$ cat src/rtl/bus_gap_timers_pkg.sv
package bus_gap_timers_pkg;
  localparam int NUM_TIMERS = 2;
  localparam int TURN_IDX   = 0;
  localparam int SIL_IDX    = 1;
endpackage

$ cat src/rtl/bgt_rise_pulse.sv
module bgt_rise_pulse (
  input  logic clk,
  input  logic rst,
  input  logic level_i,
  output logic pulse_o
);
  logic prev_q;

  always_ff @(posedge clk) begin
    if (rst) prev_q <= 1'b0;
    else     prev_q <= level_i;
  end

  // one-cycle pulse in the cycle the level is first seen high
  assign pulse_o = level_i & ~prev_q;
endmodule

$ cat src/rtl/bgt_reload_merge.sv
module bgt_reload_merge #(
  parameter int NUM_EVT = 3
) (
  input  logic [NUM_EVT-1:0] frame_evt_i,
  input  logic               host_p_i,
  output logic               reload_o
);
  assign reload_o = (|frame_evt_i) | host_p_i;
endmodule

$ cat src/rtl/bgt_down_timer.sv
module bgt_down_timer #(
  parameter int CNT_W = 31
) (
  input  logic             clk,
  input  logic             rst,
  input  logic             load_i,
  input  logic [CNT_W-1:0] len_i,
  output logic [CNT_W-1:0] count_o,
  output logic             expired_o
);
  localparam logic [CNT_W-1:0] ONE  = CNT_W'(1);
  localparam logic [CNT_W-1:0] ZERO = '0;

  logic [CNT_W-1:0] cnt_q;
  logic             exp_q;

  always_ff @(posedge clk) begin
    if (rst) begin
      cnt_q <= ZERO;
      exp_q <= 1'b0;
    end else if (load_i) begin
      cnt_q <= len_i;
      exp_q <= 1'b0;
    end else begin
      exp_q <= (cnt_q == ONE);
      if (cnt_q != ZERO) cnt_q <= cnt_q - ONE;
    end
  end

  assign count_o   = cnt_q;
  assign expired_o = exp_q;
endmodule

$ cat src/rtl/bus_gap_timers.sv
module bus_gap_timers
  import bus_gap_timers_pkg::*;
#(
  parameter int CNT_W = 31
) (
  input  logic             clk,
  input  logic             rst,
  input  logic             tx_done_p,
  input  logic             rx_ok_p,
  input  logic             rx_crc_err_p,
  input  logic             turn_start,
  input  logic             sil_start,
  input  logic [CNT_W-1:0] turn_len,
  input  logic [CNT_W-1:0] sil_len,
  output logic [CNT_W-1:0] turn_count,
  output logic [CNT_W-1:0] sil_count,
  output logic             turn_expired,
  output logic             sil_expired
);
  localparam int NUM_EVT = 3;

  logic [NUM_EVT-1:0] frame_evt;
  logic [NUM_TIMERS-1:0] start_lvl;
  logic [NUM_TIMERS-1:0] start_p;
  logic [NUM_TIMERS-1:0] reload;
  logic [NUM_TIMERS-1:0] expired;
  logic [CNT_W-1:0]      len_a   [NUM_TIMERS];
  logic [CNT_W-1:0]      count_a [NUM_TIMERS];

  assign frame_evt = {rx_crc_err_p, rx_ok_p, tx_done_p};

  assign start_lvl[TURN_IDX] = turn_start;
  assign start_lvl[SIL_IDX]  = sil_start;
  assign len_a[TURN_IDX]     = turn_len;
  assign len_a[SIL_IDX]      = sil_len;

  for (genvar t = 0; t < NUM_TIMERS; t++) begin : g_tmr
    bgt_rise_pulse u_edge (
      .clk     (clk),
      .rst     (rst),
      .level_i (start_lvl[t]),
      .pulse_o (start_p[t])
    );

    bgt_reload_merge #(.NUM_EVT(NUM_EVT)) u_merge (
      .frame_evt_i (frame_evt),
      .host_p_i    (start_p[t]),
      .reload_o    (reload[t])
    );

    bgt_down_timer #(.CNT_W(CNT_W)) u_cnt (
      .clk       (clk),
      .rst       (rst),
      .load_i    (reload[t]),
      .len_i     (len_a[t]),
      .count_o   (count_a[t]),
      .expired_o (expired[t])
    );
  end

  assign turn_count   = count_a[TURN_IDX];
  assign sil_count    = count_a[SIL_IDX];
  assign turn_expired = expired[TURN_IDX];
  assign sil_expired  = expired[SIL_IDX];
endmodule

$ cat config.mk
export PLATFORM = sky130hd
export DESIGN_NAME = bus_gap_timers
export DESIGN_NICKNAME = d
export VERILOG_FILES = /design/src/rtl/bus_gap_timers_pkg.sv /design/src/rtl/bgt_rise_pulse.sv /design/src/rtl/bgt_reload_merge.sv /design/src/rtl/bgt_down_timer.sv /design/src/rtl/bus_gap_timers.sv
export SDC_FILE = /design/constraint.sdc
export NUM_CORES = 1
export LEC_CHECK = 0
export BUFFER_PORTS_ARGS = -buffer_cell sky130_fd_sc_hd__buf_4
export CAP_MARGIN = 30
export CORE_ASPECT_RATIO = 1.25
export CORE_MARGIN = 5
export CORE_UTILIZATION = 43
export CTS_CLUSTER_SIZE = 8
export DETAILED_ROUTE_END_ITERATION = 10
export GPL_TIMING_DRIVEN = 0
export PLACE_DENSITY = 0.73
export SLEW_MARGIN = 20
export SYNTH_ARGS = -nofsm -noshare
export SYNTH_HDL_FRONTEND = slang
export SYNTH_SLANG_ARGS = --single-unit
export TNS_END_PERCENT = 1
$ cat constraint.sdc
create_clock -name clk -period 5.83 [get_ports clk]
set_input_delay 0.2915 -clock clk [delete_from_list [all_inputs] [get_ports clk]]
set_output_delay 0.2915 -clock clk [all_outputs]
set_load 0.02 [all_outputs]
* Yosys cells after proc, flatten, opt, wreduce, memory -nomap -nowiden
Index checks and enable logic that the tools add are counted.
** Storage, ports and cells
- Word-level logic and storage cells :: 27
- Output and inout port bits :: 64
- Flip-flop bits (word level) :: 66
** Operators by class
- Bitwise gates (word level) :: 6
- Reductions and logical operators :: 7
- Equality and inequality tests :: 2
- Multiplexer cells :: 4
- Add/sub/neg operators :: 2
** Operators with widths (count)
- $mux W31 :: 4
- $eq A31 B1 Y1 const B :: 2
- $reduce_bool A31 Y1 :: 2
- $sub A31 B1 Y31 const B :: 2
- $reduce_bool A2 Y1 :: 2
- $reduce_or A2 Y1 :: 2
- $reduce_or A3 Y1 :: 1
- $and A1 B1 Y1 :: 2
- $not A1 Y1 :: 2
- $or A1 B1 Y1 :: 2

* Logic depth before layout (Yosys ltp)
Gate-level depths: netlist (run 1).
- Depth in word-level cells :: 4
- Depth in mapped cells :: 10
- Mapped depth without buffers :: 7

* By module
A second synthesis (run 1) with hierarchy kept.
** Second synthesis, totals
- Cell total of the unflattened synthesis :: 431
- Area total of the unflattened synthesis :: 3656.0 um2
** By module, submodules not included
- bgt_down_timer (g_tmr[1].u_cnt) :: cells each 214, area an instance 1804.2 um2, instances 1, seq. area each 640.6 um2
- bgt_down_timer (g_tmr[0].u_cnt) :: cells each 209, area an instance 1741.7 um2, instances 1, seq. area each 640.6 um2
- bgt_rise_pulse :: cells each 3, area an instance 47.5 um2, instances 2, seq. area each 20.0 um2
- bgt_reload_merge :: cells each 1, area an instance 7.5 um2, instances 2, seq. area each 0.0 um2

* Worst setup path after synthesis (run 1)
OpenSTA, ideal clock, no wires.
- Path type :: reg-to-reg
- Start point :: register g_tmr[0].u_cnt.cnt_q[0]
- End point :: register g_tmr[0].u_cnt.cnt_q[17]
- Data arrival time :: 2.338 ns
- Path slack :: 3.401 ns
- Data required time :: 5.739 ns
- Clock period less this slack :: 2.429 ns
- Buffers on the path :: 3
- Setup time :: 0.091 ns
- Cell stages (with the launch flop) :: 11
- Cell sequence :: dfxtp_1 inv_1 ha_1 or3b_2 clkbuf_1 nor4_2 and3_1 buf_4 buf_6 o21ai_1 a311oi_1
** On the way
- Cells in the longest elaborated chain, start to end :: 3
** RTL lines
- start: declaration :: RTL line bgt_down_timer.sv:14 : logic [CNT_W-1:0] cnt_q;
- start signal: assignment :: RTL line bgt_down_timer.sv:22 : cnt_q <= len_i;
- start signal: assignment :: RTL line bgt_down_timer.sv:26 : if (cnt_q != ZERO) cnt_q <= cnt_q - ONE;
- $sub A31 B1 Y31 :: RTL line bgt_down_timer.sv:26
- $mux W31 :: RTL line bgt_down_timer.sv:26
- $mux W31 :: RTL line bgt_down_timer.sv:21 : end else if (load_i) begin
Parallel ways exist; a longest one is shown, timed or not. The select of a mux whose other input is x is not followed.
A chain may end at the register's enable or synchronous reset.

* Worst setup path after layout (run 1)
- Start point :: register g_tmr[0].u_cnt.cnt_q[0]
- End point :: register g_tmr[0].u_cnt.cnt_q[26]
Same word-level chain as after synthesis.

==> out/results.txt, run 1 <==
synthesis-to-layout area growth - 35.7%
placed inst area - 4900 sq um
Rows - 38
FILL cells - 798
Max Clock Freq - 356 MHz
post-synth top area share - 35.1%
Synth Cell Area - 3760 sq um
Initial Util - 43.7%
synth cell count leaders - 66 x dfxtp_1, 65 x nor2_1, 33 x a211oi_1
count leader, synth - dfxtp_1
CP Capture Type - register
total track usage - 23.2%
EDFF count, synth - 0
port bufs - 132
drt pass-1 iters - 5
YS warnings - 0
crit path launch - g_tmr[0].u_cnt.count_o[0]
pin count of the biggest net entering global routing - 12
R2R setup slack - 3020 ps
Worst EP required - 6040 ps
number of global-route vias before repair - 4,155
Post-Route Setup TNS - 0 ps
DRC viols - 0
Bufs on Longest Clock Path - 2
Via density - 5.70
Clock transition at path regs - 70 ps
Ports - 133
detailed router's first-iteration violation count - 180
leading area contributor after synthesis - dfxtp_1
Setup Viol. Count Final - 0
Crit-path slowest cell - or3b_2
status - complete, no violations
data arrival time of the worst path - 3030 ps
GRT overflow - 0
Max-Cap Viols - 0
total leakage power - 2.01 nW
crit-path max cell delay - 450 ps
HPWL Detailed - 9.53 mm
FF-to-FF path depth - 9
H-tree levels - 3
RSZ-0062 raised after global routing - false
Hold Vio Cnt, Final - 0
average size of a mapped cell - 8.15 sq um
design area - 5110 sq um
first-pass GRT wire length - 19.9 mm
Synth Flop Type - dfxtp_1
vias - 4,164
Syn Inst Count - 462
Die Wd - 93.7 um
worst vdd ir - 0.000227 V
beginning of the worst register-to-register path - g_tmr[0].u_cnt.count_o[0]
Slew headroom - 50.7%
Diodes inserted - 0
synthesis-stage register bit count - 66
crit-path cells - inv_1, ha_1, or3b_2, clkbuf_1, nor4_2, nand4_1, nand2b_1, buf_2, a211oi_1
die area - 10,700 sq um
Post-synth ARST share - 0%
CP startpoint kind - register
Syn Nets - 535
post-synthesis sequential area ratio - 35.1%
Final Util - 59.4%
largest cells by area after synthesis - dfxtp_1 35%, a211oi_1 6.6%, nor2_1 6.5%, xnor2_1 4.4%, nor4_1 3.2%
worst setup path end - g_tmr[0].u_cnt.count_o[26]
Routed WL - 12.4 mm
reg2reg end - g_tmr[0].u_cnt.count_o[26]
final worst slack - 3020 ps
share of layout cells above drive strength 1 - 28.5%
clock root buffer - clkbuf_8
final std cells w/o fill - 730
total CTS buffers - 9
kind of critical path - reg2reg
die height - 115 um
setup slack at placement - 3020 ps
Slew @ Worst Pin - 734 ps
Setup Skew - 5.60 ps
post-CTS sizing - 0
antenna violations before repair - 0
final worst-path cycle share - 48.2%
number of hold buffers added after cts - 0
WL per Instance - 16.9 um
Cell variety after synth - 56
antenna-violating nets left - 0
crit path max fanout - 10
Net count, final - 678
pins over their slew limit - 0
minimum clock period - 2810 ps
CTS tree - yes
Post-CTS Setup Inserts - 0
placed insts - 714
Core ar. - 8610 sq um
pwr/cell area - 233 nW/um^2
RePlAce Congestion - 0.888
HP Class - in2reg
Skew-Pair Late Insertion Delay - 350 ps
Sink Count - 66
Hold Crit Start - turn_start
==> layout make-up <==
type | instances | area [sq um] | share of cell area (%)
buffer | 27 | 120 | 2.35
clock buffer | 11 | 151 | 2.96
tap | 120 | 150 | 2.94
sequential | 66 | 1320 | 25.9
timing repair buffer | 132 | 991 | 19.4
inverter | 8 | 30.0 | 0.588
multi-input combinational | 361 | 2290 | 44.9
clock inverter | 5 | 52.6 | 1.03
==> critical path, delay by kind of cell, from the launching register on <==
kind,cells,cell delay [ps]
simple gates,4,1460
buf+inv,3,570
flops,1,340
fa+ha+maj,1,220
compound gates,1,70
==> per-stage QoR <==
| step | power (mW) | hold WS (ps) |
|---|---|---|
| 2_1_floorplan | 0.678 | 420 |
| 3_3_place_gp | 0.795 | 483 |
| 4_1_cts | 1.20 | 170 |
| 3_5_place_dp | 0.799 | 491 |
| 5_1_grt | 1.25 | 190 |
| 6_report | 1.19 | 180 |
==> layer usage <==
layer,vias to the layer above,wire length (um),GRT usage [%]
met2,188,6210,41.6
met3,21,1090,6.64
met4,0,223,7.71
met5,-,0,0
met1,1939,4840,26.2
li1,2016,-,-
==> report_power, final <==
| part | switching, mW | internal (mW) |
|---|---|---|
| Combinational | 0.146 | 0.124 |
| Sequential | 0.0402 | 0.480 |
| Clock | 0.184 | 0.219 |
==> how the worst min path moves through the flow <==
| stage | endpoint | slack, ps | cells after the start |
|---|---|---|---|
| after floorplan | g_tmr[1].u_edge.prev_q | 420 | 1 |
| after CTS | g_tmr[0].u_edge.prev_q | 170 | 3 |
| after global routing | g_tmr[0].u_cnt.count_o[24] | 190 | 3 |
| after global placement | g_tmr[1].u_cnt.count_o[15] | 480 | 2 |
| final | g_tmr[0].u_edge.prev_q | 180 | 3 |
| after detailed placement | g_tmr[1].u_cnt.count_o[15] | 490 | 2 |
==> cells by family (layout without fill, tap and decap cells) <==
logic type / after synthesis / count (layout) / synth area share [%]
compound gates: 108 / 108 / 20.1
xor+xnor: 32 / 32 / 7.45
fa+ha+maj: 4 / 4 / 1.33
buf+inv: 35 / 183 / 3.99
flops: 66 / 66 / 35.1
simple gates: 217 / 217 / 32.0
==> placed cells by master (no fill, tap or decap), drive strengths merged, types with 5 or more instances in the layout <==
cell    synthesis  routed
nor4           22      22
a311oi         10      10
nor3           22      22
nand3           8       8
nand3b          6       6
nor2           65      65
xor2           13      13
buf             6     138
and3            5       5
or3            13      13
nand2          28      28
inv             8       8
or2             7       7
clkbuf         21      32
xnor2          19      19
dfxtp          66      66
a211oi         33      33
o21ai          17      17
a21oi          19      19
nand4          11      11
or4            12      12
==> sequential cells by signal, indices dropped and copies added (netlist names) <==
| register | flops |
|---|---|
| g_tmr.u_cnt.count_o | 62 |
| g_tmr.u_cnt.expired_o | 2 |
| g_tmr.u_edge.prev_q | 2 |
No activity file was read; power rests on OpenSTA's default activity.
==> run 2: changes to the inputs <==
- clock period: 5.83 -> 2.8 ns (I/O delays scaled with it)
==> run 2 against run 1 <==
Against the previous run:
- die area unchanged
- maximum frequency increased by 7.2%
- first-iteration DRC count increased by 2.2%
- sequential share of layout area decreased by 0.20 points
- critical path depth decreased by 2
- combinational power increased by 110%
- total power increased by 110%
- cell area increased by 0.78%
- register-to-register slack got worse by 2800 ps
- clock-buffer cell count unchanged
==> out/results.txt, run 2 (synthesis gave the netlist of run 1 again) <==
die height - 115 um
crit-path max cell delay - 570 ps
CP Capture Type - register
port bufs - 132
Setup Viol. Count Final - 0
Worst EP required - 3030 ps
Initial Util - 43.7%
Net count, final - 679
clock root buffer - clkbuf_8
clock share of power - 33.9%
sequential power share - 43.4%
worst vdd ir - 0.000476 V
commonest non-fill, non-tap cell in the layout - buf_4
Max Clock Freq - 381 MHz
Sink Count - 66
Max-Cap Viols - 0
vias - 4,190
HPWL Detailed - 9.53 mm
final std cells w/o fill - 731
data arrival time of the worst path - 2860 ps
GRT overflow - 0
crit path max fanout - 10
Clock transition at path regs - 80 ps
Diodes inserted - 0
crit-path cells - nor4_4, nand2_1, nor4_4, or2_2, buf_2, buf_4, o32ai_1
WL per Instance - 17.1 um
number of hold buffers added after cts - 0
pin count of the biggest net entering global routing - 12
pins over their slew limit - 0
HP Class - in2reg
total leakage power - 2.02 nW
Slew @ Worst Pin - 730 ps
die area - 10,700 sq um
Slew headroom - 51.0%
RSZ-0062 raised after global routing - true
Power Internal - 1.72 mW
share of layout cells above drive strength 1 - 29.6%
antenna-violating nets left - 0
minimum clock period - 2620 ps
Bufs on Longest Clock Path - 2
drt pass-1 iters - 6
reg2reg end - g_tmr[1].u_cnt.count_o[26]
Post-Route Setup TNS - 0 ps
Hold Crit Start - turn_start
final worst-path cycle share - 93.7%
Core ar. - 8610 sq um
total CTS buffers - 9
Setup Skew - 7.62 ps
total track usage - 23.2%
number of flip-flops in the largest register - 62
crit-path most repeated cell - nor4_4
first-pass GRT wire length - 19.9 mm
beginning of the worst register-to-register path - g_tmr[1].u_cnt.count_o[2]
status - complete, no violations
FILL cells - 790
crit path launch - g_tmr[1].u_cnt.count_o[2]
detailed router's first-iteration violation count - 184
DRC viols - 0
synthesis-to-layout area growth - 36.8%
Crit-path slowest cell - nor4_4
Via density - 5.73
commonest non-fill, non-tap cells in the layout - 135 x buf_4, 66 x dfxtp_1, 64 x nor2_1
H-tree levels - 3
number of global-route vias before repair - 4,155
pwr/cell area - 486 nW/um^2
Gate power share - 22.7%
Hold Vio Cnt, Final - 0
Rows - 38
placed insts - 714
worst setup path end - g_tmr[1].u_cnt.count_o[26]
total power - 2.50 mW
Die Wd - 93.7 um
RePlAce Congestion - 0.888
Routed WL - 12.5 mm
R2R setup slack - 180 ps
NetSw - 0.787 mW
CTS tree - yes
sw frac - 31.4%
CP startpoint kind - register
Skew-Pair Late Insertion Delay - 360 ps
FF-to-FF path depth - 7
kind of critical path - reg2reg
Ports - 133
antenna violations before repair - 0
==> run 2: metrics by stage <==
stage | area, sq um | util [%] | hold slack [ps] | worst slack (ps)
after floorplan | 3760 | - | 268 | 371
after global placement | 4900 | 57.0 | 384 | 40.6
after detailed placement | 4900 | 57.0 | 391 | -7.07
after CTS | 5110 | 59.4 | 18.2 | 34.1
after global routing | 5150 | 59.8 | 38.6 | -9.31
final | 5150 | 59.8 | 21.3 | 178
==> run 2: final cells by class <==
cell class / count / area [sq um] / share of cell area, %
Multi-Input combinational cell: 361 / 2320 / 45.1
Sequential cell: 66 / 1320 / 25.7
Timing Repair Buffer: 133 / 998 / 19.4
Clock buffer: 11 / 151 / 2.94
Tap cell: 120 / 150 / 2.92
Buffer: 27 / 121 / 2.36
Clock inverter: 5 / 52.6 / 1.02
Inverter: 8 / 30.0 / 0.583
==> run 2: worst min path at each step <==
stage / slack (ps) / cells past startpoint / to
after floorplan: 270 / 1 / g_tmr[1].u_edge.prev_q
final: 20 / 3 / g_tmr[0].u_edge.prev_q
after CTS: 20 / 3 / g_tmr[0].u_edge.prev_q
after detailed placement: 390 / 3 / g_tmr[0].u_edge.prev_q
after global routing: 40 / 3 / g_tmr[0].u_cnt.count_o[24]
after global placement: 380 / 3 / g_tmr[0].u_edge.prev_q
==> run 2: timing repair <==
item	CTS	global route
buffers inserted	0	1
gates resized for setup	2	6
pin swaps	0	1
setup endpoints to repair	4	30
==> run 2: power by group through the flow <==
stage | Combinational [mW] | Sequential (mW) | Clock [mW]
after floorplan | 0.255 | 1.16 | 0
after global placement | 0.556 | 1.10 | 0
after detailed placement | 0.561 | 1.10 | 0
after CTS | 0.565 | 1.08 | 0.856
after global routing | 0.617 | 1.10 | 0.893
final | 0.568 | 1.08 | 0.849
==> run 2: per-layer routing <==
| layer | up-vias | GRT usage (%) | routed length (um) |
|---|---|---|---|
| li1 | 2021 | - | - |
| met1 | 1965 | 26.2 | 4980 |
| met2 | 180 | 41.6 | 6270 |
| met3 | 24 | 6.64 | 1010 |
| met4 | 0 | 7.71 | 243 |
| met5 | - | 0 | 0 |
==> run 2: worst max-delay path: cells and delay by family (launching register included) <==
family	cells	cell delay, ps
flops	1	380
buf+inv	2	400
simple gates	4	1650
compound gates	1	80
==> run 3: changes to the inputs <==
- PLACE_DENSITY: 0.73 -> 0.74
==> run 3 against run 2 <==
Against the previous run:
- clock power shrank 18%
- sequential power hardly changed
- first-iteration DRC count fell by 5.4%
- critical path depth unchanged
- cell count decreased by 0.41%
- combinational power about the same
- clock skew fell by 3.8 ps
- critical path type unchanged
==> out/results.txt, run 3 (synthesis gave the netlist of run 1 again) <==
Hold Slack - 23.9 ps
synthesis-to-layout area growth - 35.4%
GRT overflow - 0
share of layout cells above drive strength 1 - 28.6%
Setup Viol. Count Final - 0
detailed router's first-iteration violation count - 174
kind of critical path - reg2reg
DRC viols - 0
Final Util - 59.2%
die height - 115 um
H-tree levels - 3
CP startpoint kind - register
number of global-route vias before repair - 3,989
Initial Util - 43.7%
Hold Crit Start - turn_start
Max Clock Freq - 375 MHz
WL per Instance - 17.1 um
Post-Route Setup TNS - 0 ps
Clock transition at path regs - 70 ps
Sink Count - 66
beginning of the worst register-to-register path - g_tmr[1].u_cnt.count_o[2]
pins over their slew limit - 0
Slew headroom - 50.6%
HPWL Detailed - 9.48 mm
crit path max fanout - 10
Die Wd - 93.7 um
antenna-violating nets left - 0
Via density - 5.68
CTS tree - yes
Bufs on Longest Clock Path - 2
total CTS buffers - 9
placed inst area - 4900 sq um
pwr/cell area - 462 nW/um^2
placed insts - 714
Hold Vio Cnt, Final - 0
Worst EP required - 3020 ps
total leakage power - 2.00 nW
RePlAce Congestion - 0.914
HP Class - in2reg
port bufs - 132
Setup Skew - 3.80 ps
antenna violations before repair - 0
pin count of the biggest net entering global routing - 11
final std cells w/o fill - 728
number of flip-flops in the largest register - 62
commonest non-fill, non-tap cell in the layout - buf_4
RSZ-0062 raised after global routing - false
worst vdd ir - 0.000261 V
final worst-path cycle share - 95.2%
Ports - 133
data arrival time of the worst path - 2890 ps
commonest non-fill, non-tap cells in the layout - 134 x buf_4, 66 x dfxtp_1, 64 x nor2_1
crit path launch - g_tmr[1].u_cnt.count_o[2]
CP Capture Type - register
drt pass-1 iters - 6
Post-CTS Setup Inserts - 0
Net count, final - 678
design area - 5100 sq um
status - complete, no violations
Rows - 38
clock root buffer - clkbuf_8
Slew @ Worst Pin - 737 ps
Diodes inserted - 0
minimum clock period - 2670 ps
Core ar. - 8610 sq um
first-pass GRT wire length - 19.6 mm
total track usage - 23.0%
post-CTS sizing - 0
Max-Cap Viols - 0
die area - 10,700 sq um
Skew-Pair Late Insertion Delay - 360 ps
vias - 4,135
number of hold buffers added after cts - 0
Routed WL - 12.5 mm
==> run 3: layout make-up <==
cell class / instances / area [sq um]
timing repair buffer: 132 / 991
multi-input combinational: 361 / 2330
clock buffer: 14 / 153
fill: 795 / 3510
buffer: 27 / 124
sequential: 66 / 1320
tap: 120 / 150
inverter: 8 / 30.0
==> run 3: final timing paths <==
kind,end,cells past startpoint,slack [ps]
max,g_tmr[1].u_cnt.count_o[26],7,130
min,g_tmr[0].u_edge.prev_q,3,20
max reg2reg,g_tmr[1].u_cnt.count_o[26],7,130
min reg2reg,g_tmr[1].u_cnt.count_o[15],2,510
==> run 3: metrics by stage <==
step | worst slack [ps] | power [mW]
3_5_place_dp | 46.0 | 1.66
5_1_grt | 0.349 | 2.46
6_report | 134 | 2.35
3_3_place_gp | 65.9 | 1.65
4_1_cts | 37.0 | 2.34
2_1_floorplan | 371 | 1.41
==> run 3: power breakdown <==
group / internal, mW / switching, mW / total, mW
combinational: 0.261 / 0.307 / 0.568
clock: 0.338 / 0.362 / 0.700
sequential: 1.00 / 0.0849 / 1.09
==> run 3: metal layers <==
layer / global-route usage, % / up-vias / wire length (um)
met3: 6.11 / 19 / 1110
met5: 0 / - / 0
li1: - / 2017 / -
met1: 25.2 / 1910 / 4780
met2: 41.8 / 189 / 6320
met4: 8.57 / 0 / 262
==> run 3: worst max-delay path, cell delays in order, from the launching register on <==
cell,delay [ps]
dfxtp_1,380
nor4_4,590
nand2_1,400
nor4_4,490
or2_2,190
buf_2,190
buf_4,200
o32ai_1,80
